<file path="src/rtl/cs_call_queue.sv">
module cs_call_queue #(
  parameter int DEPTH = 8,
  parameter int AW    = 32,
  parameter int IW    = 3,
  parameter int FW    = 2
) (
  input  logic          clk,
  input  logic          rst_n,
  input  logic          req_valid,
  output logic          req_ready,
  input  logic [AW-1:0] req_lock,
  input  logic [AW-1:0] req_pc,
  input  logic [AW-1:0] req_sp,
  input  logic [IW-1:0] req_core,
  output logic          disp_valid,
  output logic          disp_ctx,
  output logic [AW-1:0] disp_lock,
  output logic [AW-1:0] disp_pc,
  output logic [AW-1:0] disp_sp,
  input  logic          done_valid,
  input  logic [AW-1:0] done_lock,
  output logic          resp_valid,
  output logic [IW-1:0] resp_core,
  output logic          err_pulse,
  output logic [FW-1:0] fs_count
);
  localparam int XW = $clog2(DEPTH);
  localparam logic [FW-1:0] FS_MAX = '1;

  logic [DEPTH-1:0] valid, exec, waited;
  logic [DEPTH-1:0] ectx;
  logic [DEPTH-1:0] older [DEPTH];
  logic [AW-1:0]    lock_q [DEPTH];
  logic [AW-1:0]    pc_q   [DEPTH];
  logic [AW-1:0]    sp_q   [DEPTH];
  logic [IW-1:0]    core_q [DEPTH];
  logic [1:0]       ctx_busy;

  logic [DEPTH-1:0] held, elig, blk, hit;
  logic [XW-1:0]    sel, slot, hidx;
  logic             hit_any, free_any;

  assign free_any  = ~&ctx_busy;
  assign disp_ctx  = ctx_busy[0];
  assign req_ready = ~&valid;
  assign disp_valid = |elig;
  assign disp_lock = lock_q[sel];
  assign disp_pc   = pc_q[sel];
  assign disp_sp   = sp_q[sel];
  assign hit_any   = |hit;

  always_comb begin
    held = '0;
    for (int i = 0; i < DEPTH; i++)
      for (int j = 0; j < DEPTH; j++)
        if (exec[j] && lock_q[j] == lock_q[i]) held[i] = 1'b1;
    for (int i = 0; i < DEPTH; i++) begin
      elig[i] = valid[i] && !exec[i] && !held[i] && free_any;
      blk[i]  = valid[i] && !exec[i] && !held[i] && !free_any;
      hit[i]  = done_valid && exec[i] && lock_q[i] == done_lock;
    end
    sel = '0;
    for (int i = 0; i < DEPTH; i++)
      if (elig[i] && !(|(older[i] & elig))) sel = XW'(i);
    slot = '0;
    for (int i = DEPTH - 1; i >= 0; i--)
      if (!valid[i]) slot = XW'(i);
    hidx = '0;
    for (int i = 0; i < DEPTH; i++)
      if (hit[i]) hidx = XW'(i);
  end

  always_ff @(posedge clk) begin
    if (!rst_n) begin
      valid <= '0; exec <= '0; waited <= '0; ectx <= '0;
      ctx_busy <= '0; fs_count <= '0;
      resp_valid <= 1'b0; resp_core <= '0; err_pulse <= 1'b0;
      for (int i = 0; i < DEPTH; i++) begin
        older[i] <= '0; lock_q[i] <= '0; pc_q[i] <= '0;
        sp_q[i] <= '0; core_q[i] <= '0;
      end
    end else begin
      waited <= waited | blk;
      if (hit_any) begin
        valid[hidx] <= 1'b0;
        exec[hidx]  <= 1'b0;
        ctx_busy[ectx[hidx]] <= 1'b0;
      end
      if (disp_valid) begin
        exec[sel] <= 1'b1;
        ectx[sel] <= disp_ctx;
        ctx_busy[disp_ctx] <= 1'b1;
      end
      if (req_valid && req_ready) begin
        for (int k = 0; k < DEPTH; k++) older[k][slot] <= 1'b0;
        older[slot]  <= valid & ~hit;
        valid[slot]  <= 1'b1;
        exec[slot]   <= 1'b0;
        waited[slot] <= 1'b0;
        lock_q[slot] <= req_lock;
        pc_q[slot]   <= req_pc;
        sp_q[slot]   <= req_sp;
        core_q[slot] <= req_core;
      end
      if (|blk) begin
        if (fs_count != FS_MAX) fs_count <= fs_count + 1'b1;
      end else if (disp_valid && !waited[sel] && fs_count != '0)
        fs_count <= fs_count - 1'b1;
      resp_valid <= hit_any;
      resp_core  <= core_q[hidx];
      err_pulse  <= done_valid && !hit_any;
    end
  end

  logic dup_exec;
  always_comb begin
    dup_exec = 1'b0;
    for (int i = 0; i < DEPTH; i++)
      for (int j = i + 1; j < DEPTH; j++)
        if (exec[i] && exec[j] && lock_q[i] == lock_q[j]) dup_exec = 1'b1;
  end


  unique_lock_chk: assert property (@(posedge clk) disable iff (!rst_n) !dup_exec);


  ctx_count_chk: assert property (@(posedge clk) disable iff (!rst_n)
    $countones(exec) == $countones(ctx_busy));


  full_hold_chk: assert property (@(posedge clk) disable iff (!rst_n)
    (!req_ready && !done_valid) |=> !req_ready);


  resp_src_chk: assert property (@(posedge clk) disable iff (!rst_n)
    resp_valid |-> ($past(done_valid) && !err_pulse));


  err_src_chk: assert property (@(posedge clk) disable iff (!rst_n)
    err_pulse |-> $past(done_valid));


  disp_free_chk: assert property (@(posedge clk) disable iff (!rst_n)
    disp_valid |-> !(&ctx_busy));
endmodule

</file>
<file path="config.mk">
export PLATFORM = sky130hd
export DESIGN_NAME = cs_call_queue
export DESIGN_NICKNAME = d
export VERILOG_FILES = /design/src/rtl/cs_call_queue.sv
export SDC_FILE = /design/constraint.sdc
export NUM_CORES = 2
export LEC_CHECK = 0
export BUFFER_PORTS_ARGS = -buffer_cell sky130_fd_sc_hd__buf_2
export CAP_MARGIN = 40
export CORE_MARGIN = 4
export CORE_UTILIZATION = 40
export DETAILED_ROUTE_END_ITERATION = 8
export PLACE_DENSITY_LB_ADDON = 0.25
export SLEW_MARGIN = 10
export SYNTH_ARGS = -nofsm -noshare
export SYNTH_HDL_FRONTEND = slang
export SYNTH_SLANG_ARGS = --single-unit
</file>
<file path="constraint.sdc">
create_clock -name clk -period 4.1 [get_ports clk]
set_clock_uncertainty 0.15 [all_clocks]
set_input_delay 0.41 -clock clk [delete_from_list [all_inputs] [get_ports clk]]
set_output_delay 0.41 -clock clk [all_outputs]
set_load 0.01 [all_outputs]
</file>
== Yosys cells after proc, flatten, opt, wreduce, memory -nomap -nowiden ==
Memories as Yosys holds them, arrays and structs flattened. A register that Yosys moved wholly into a read port is not among the register bits.
Index checks and enable logic that the tools add are counted.
Word-level totals
  memories kept: 5
  bits of input ports: 135
  flip-flop bits (word level): 38
  output and inout port bits: 106
  logic and storage cells: 540
  RAM bits: 856
Cells by class
  magnitude comparators: 10
  equality and inequality tests: 66
  add/subtract/negate cells: 2
  muxes and demuxes: 197
  bitwise gates (word level): 85
  reduce and logical (&&, ||, !) cells: 167
Memories
  lock_q: words 8, width 32, rd ports 9, clocked after memory_dff 0, wr ports 8, RTL line 33  | logic [AW-1:0] lock_q [DEPTH];
  pc_q: words 8, width 32, rd ports 1, clocked after memory_dff 0, wr ports 8, RTL line 34  | logic [AW-1:0] pc_q [DEPTH];
  sp_q: words 8, width 32, rd ports 1, clocked after memory_dff 0, wr ports 8, RTL line 35  | logic [AW-1:0] sp_q [DEPTH];
  older: words 8, width 8, rd ports 7, clocked after memory_dff 0, wr ports 9, RTL line 32  | logic [DEPTH-1:0] older [DEPTH];
  core_q: words 8, width 3, rd ports 1, clocked after memory_dff 1, wr ports 8, RTL line 36  | logic [IW-1:0] core_q [DEPTH];
Operators by type and width (count)
  $eq 32x32->1: 64
  $mux 1: 145
  $logic_and 1x1->1: 120
  $and 8x8->8: 12
  $mux 32: 3
  $reduce_or 32->1: 3
  $mux 8: 10
  $reduce_or 8->1: 10
  $mux 3: 25
  $or 1x1->1: 64
  $logic_not 1->1: 28
  $not 8->8: 3
  $or 8x8->8: 3
  $lt 3x4->1 const B: 3
  $mux 2: 6
  $demux 1 s3: 3
  $ge 3x1->1 const B: 3
  $bwmux 8: 1
  $reduce_and 8->1: 1
  $bmux 1 s3: 2
  $lt 1x2->1 const B: 2
  $reduce_and 2->1: 2
  $reduce_bool 2->1: 2
  $reduce_or 3->1: 1
  9 further kinds: 11

== Longest topological paths before layout ==
An unclocked memory read counts as a cell.
  word-level depth: 34
  mapped depth: 18
  gate-level depth less buffers: 13

== Worst setup path before layout ==
OpenSTA, ideal clock, no wires.
  path type: register to output
  start point: memory lock_q[0][11]
  end point: output disp_pc[12]
  setup slack: -84 ps
  stages on the path, launching flop included: 18
  arrival: 3624 ps
  cells stage by stage: edfxtp_1 -> buf_2 -> xor2_1 -> nor4_1 -> nand4_1 -> or2_1 -> o2111ai_1 -> nor3_1 -> a22o_1 -> a2111oi_2 -> a21oi_2 -> a21oi_2 -> buf_6 -> buf_6 -> buf_6 -> mux2i_1 -> o22ai_1 -> a211o_1
RTL lines
  start, declared: RTL line 33
  end, declared: RTL line 18  | output logic [AW-1:0] disp_pc,

==> out/metrics.yaml <==
worst_setup_path:
  path_cells: "buf_12, xnor2_4, nand4_1, nor4_4, buf_4, nand3_2, o2111ai_2, buf_4, nor3_4, buf_6, a222oi_1, buf_4, nand2_4, a21oi_4, buf_4, buf_6, a21o_4, buf_12, buf_16, buf_12, mux2i_1, o211ai_1, buf_2"
  end_kind: "primary output"
  start_kind: "flop"
  cp.required_ns: 3.54
  crit_type: "flop to primary output"
  arrival_ns: 6.03
  crit_top_cell: "buf_4"
  slowest_delay_ns: 0.60
  critPathSlowestCell: "nand4_1"
  cp_max_fo: 5
synth:
  avgSynthCellArea_um2: 10.8
  netlist_area_um2: 55000
  yosys.area.top_type: "edfxtp_1"
  netlist_instances: 5069
  async_flop_share_pct: 0
  synth_flop_cell: "edfxtp_1"
  synth_edf_count: 848
  synth-warning-count: 0
  synth-seq-cells: 889
  synth.distinct_cells: 77
  synth_top_area_share_pct: 46.3
  synth_common_cells: "edfxtp_1, xnor2_1, and2_1, xor2_1, nand4_1"
  synth.area.top_cells: "edfxtp_1, xnor2_1, and2_1"
  seq_area_frac_synth_pct: 47.8
  yosysMostFrequentCell: "edfxtp_1"
drt:
  wl_per_cell_um: 41.8
  drt_first_iter_violations: 8246
  vias_per_cell: 6.19
  drcViolationCount: 0
  ant_nets: 0
  via_count: 51400
  drt-pass1-iter-count: 6
  routed_wl_mm: 347
final_layout:
  multi_input_area_um2: 28000
  fin_cells: 8309
  fin_nets: 6574
  ff_latch_area_um2: 26300
  drive_gt1_share_pct: 32.8
  areaGrowthSynthToFinish_pct: 38.9
  fillers: 11300
  fin_area_um2: 76400
  fin_util_pct: 56.2
cts:
  clk_pin_slew_worst_paths_ns: 0.06
  cts_max_level: 3
  cts_sinks: 889
  cts_buffers: 97
  tritoncts: "done"
  clkLatencyLatePin_ns: 0.76
  root_buffer: "clkbuf_16"
  clock_path_buffers: 3
placed_design:
  pre_cts_ws_ns: -2.15
  place_inst: 7909
  numPortBuffers: 240
  hpwlAfterDp_mm: 261
  place.gp.congestion: 1.11
  post_dp_cell_area_um2: 68300
sta:
  fin_ws_ns: -2.49
  fmax_mhz: 152
  hold_ws_ns: 0.0281
  setup_viol: 117
  slew-limit-headroom_pct: 35.2
  tightest_slew_ns: 0.970
  layout_worst_path_cycle_share_pct: 161
  drv_slew: 0
  period_minus_slack_ns: 6.59
  setup_tns_ns: -237.94
  finalHoldViolations: 0
  rsz0062_at_grt: "true"
global_route:
  grt_overflow: 0
  grt_max_degree: 99
  antenna_found_initial: 19
  grtUsageTotal_pct: 47.2
  grt_pass1_vias: 49400
  grt_pass1_wl_mm: 452
status:
  violations: "setup timing"
  status: "finished with violations"
job:
  maxCapViolations: 0
floorplan:
  rows: 135
  pin_count: 241
  dieHeight_um: 379
  die_x_um: 379
  core_um2: 136000
  dieArea_um2: 143000
  start_util_pct: 40.4
power:
  power_mw: 25.3
  ir_drop_mv: 0.483
  power_density_nw_per_um2: 331
  power_leakage_nw: 31.2
hold_path:
  min_path_type: "input pin to flop"
[critical path, delay by kind of cell, from the launching register on]
family                 cells  cell delay (ns)
buffers and inverters     11             1.78
AO/OA/AOI/OAI              5             1.46
AND/OR/NAND/NOR            5             1.23
flip-flops                 1             0.42
XOR/XNOR                   1             0.28
multiplexers               1             0.08
[state kept, by name (all words and copies together), names as in the netlist, 2 cells and up]
name,cells
lock_q,256
pc_q,256
sp_q,256
older,56
core_q,24
ectx,8
exec,8
valid,8
waited,8
resp_core,3
ctx_busy,2
fs_count,2
[final timing paths]
path / start / end / slack, ns / cells past startpoint
max reg2reg: lock_q[0][11] / fs_count[1] / -1.39 / 21
min: req_lock[7] / lock_q[3][7] / 0.03 / 2
max: lock_q[0][11] / disp_lock[8] / -2.49 / 23
min reg2reg: waited[2] / waited[2] / 0.33 / 2
[report_power, final]
group	leakage, nW	internal, mW	switching [mW]
Clock	1.52	4.88	4.02
Combinational	20.6	2.28	3.53
Sequential	9.15	10.4	0.236
[placed cells by master (no fill, tap or decap), drive strengths merged, types with 41 or more instances in the layout]
cell type and n:
edfxtp 848, nor4 135, buf 1672, clkbuf 120, nand3 146, o21ai 110
xnor2 824, clkinv 41, a21o 69, dlygate4sd3 91, and2 801, a21oi 132
xor2 328, o22ai 64, dfxtp 41, inv 70, nand4 222, a211o 65
nor2 119, mux2i 175, nand2 150
[cell type report]
type,instances,share of cell area [%]
multi-input combinational,3617,36.6
timing repair buffer,1768,21.5
tap,1781,2.92
clock buffer,120,3.38
inverter,66,0.351
antenna,13,0.0426
clock inverter,55,0.749
sequential,889,34.4
[cell families after synthesis]
group | synth area share, %
AOI/OAI and AO/OA | 6.77
xor gates and xnor gates | 18.3
buffers and inverters | 5.26
DFF | 47.8
muxes | 3.97
other | 0.00682
and+or+nand+nor | 17.9
[layer usage]
metal	routed length, um	global-route usage [%]	vias up
met1	128000	59.9	25600
met5	191	0	-
met3	43100	14.2	1016
met4	31900	33.6	10
met2	145000	68.7	4261
li1	-	-	20500
[timing repair]
action / 4_1_cts / 5_1_grt
hold endpoints to repair: 685 / 0
gates resized for setup: 351 / 170
cloned: 16 / 0
hold buffers: 91 / 0
pin swaps: 113 / 72
endpoints found under the setup margin: 117 / 121
setup buffers: 76 / 39
No activity file was read; power rests on OpenSTA's default activity.
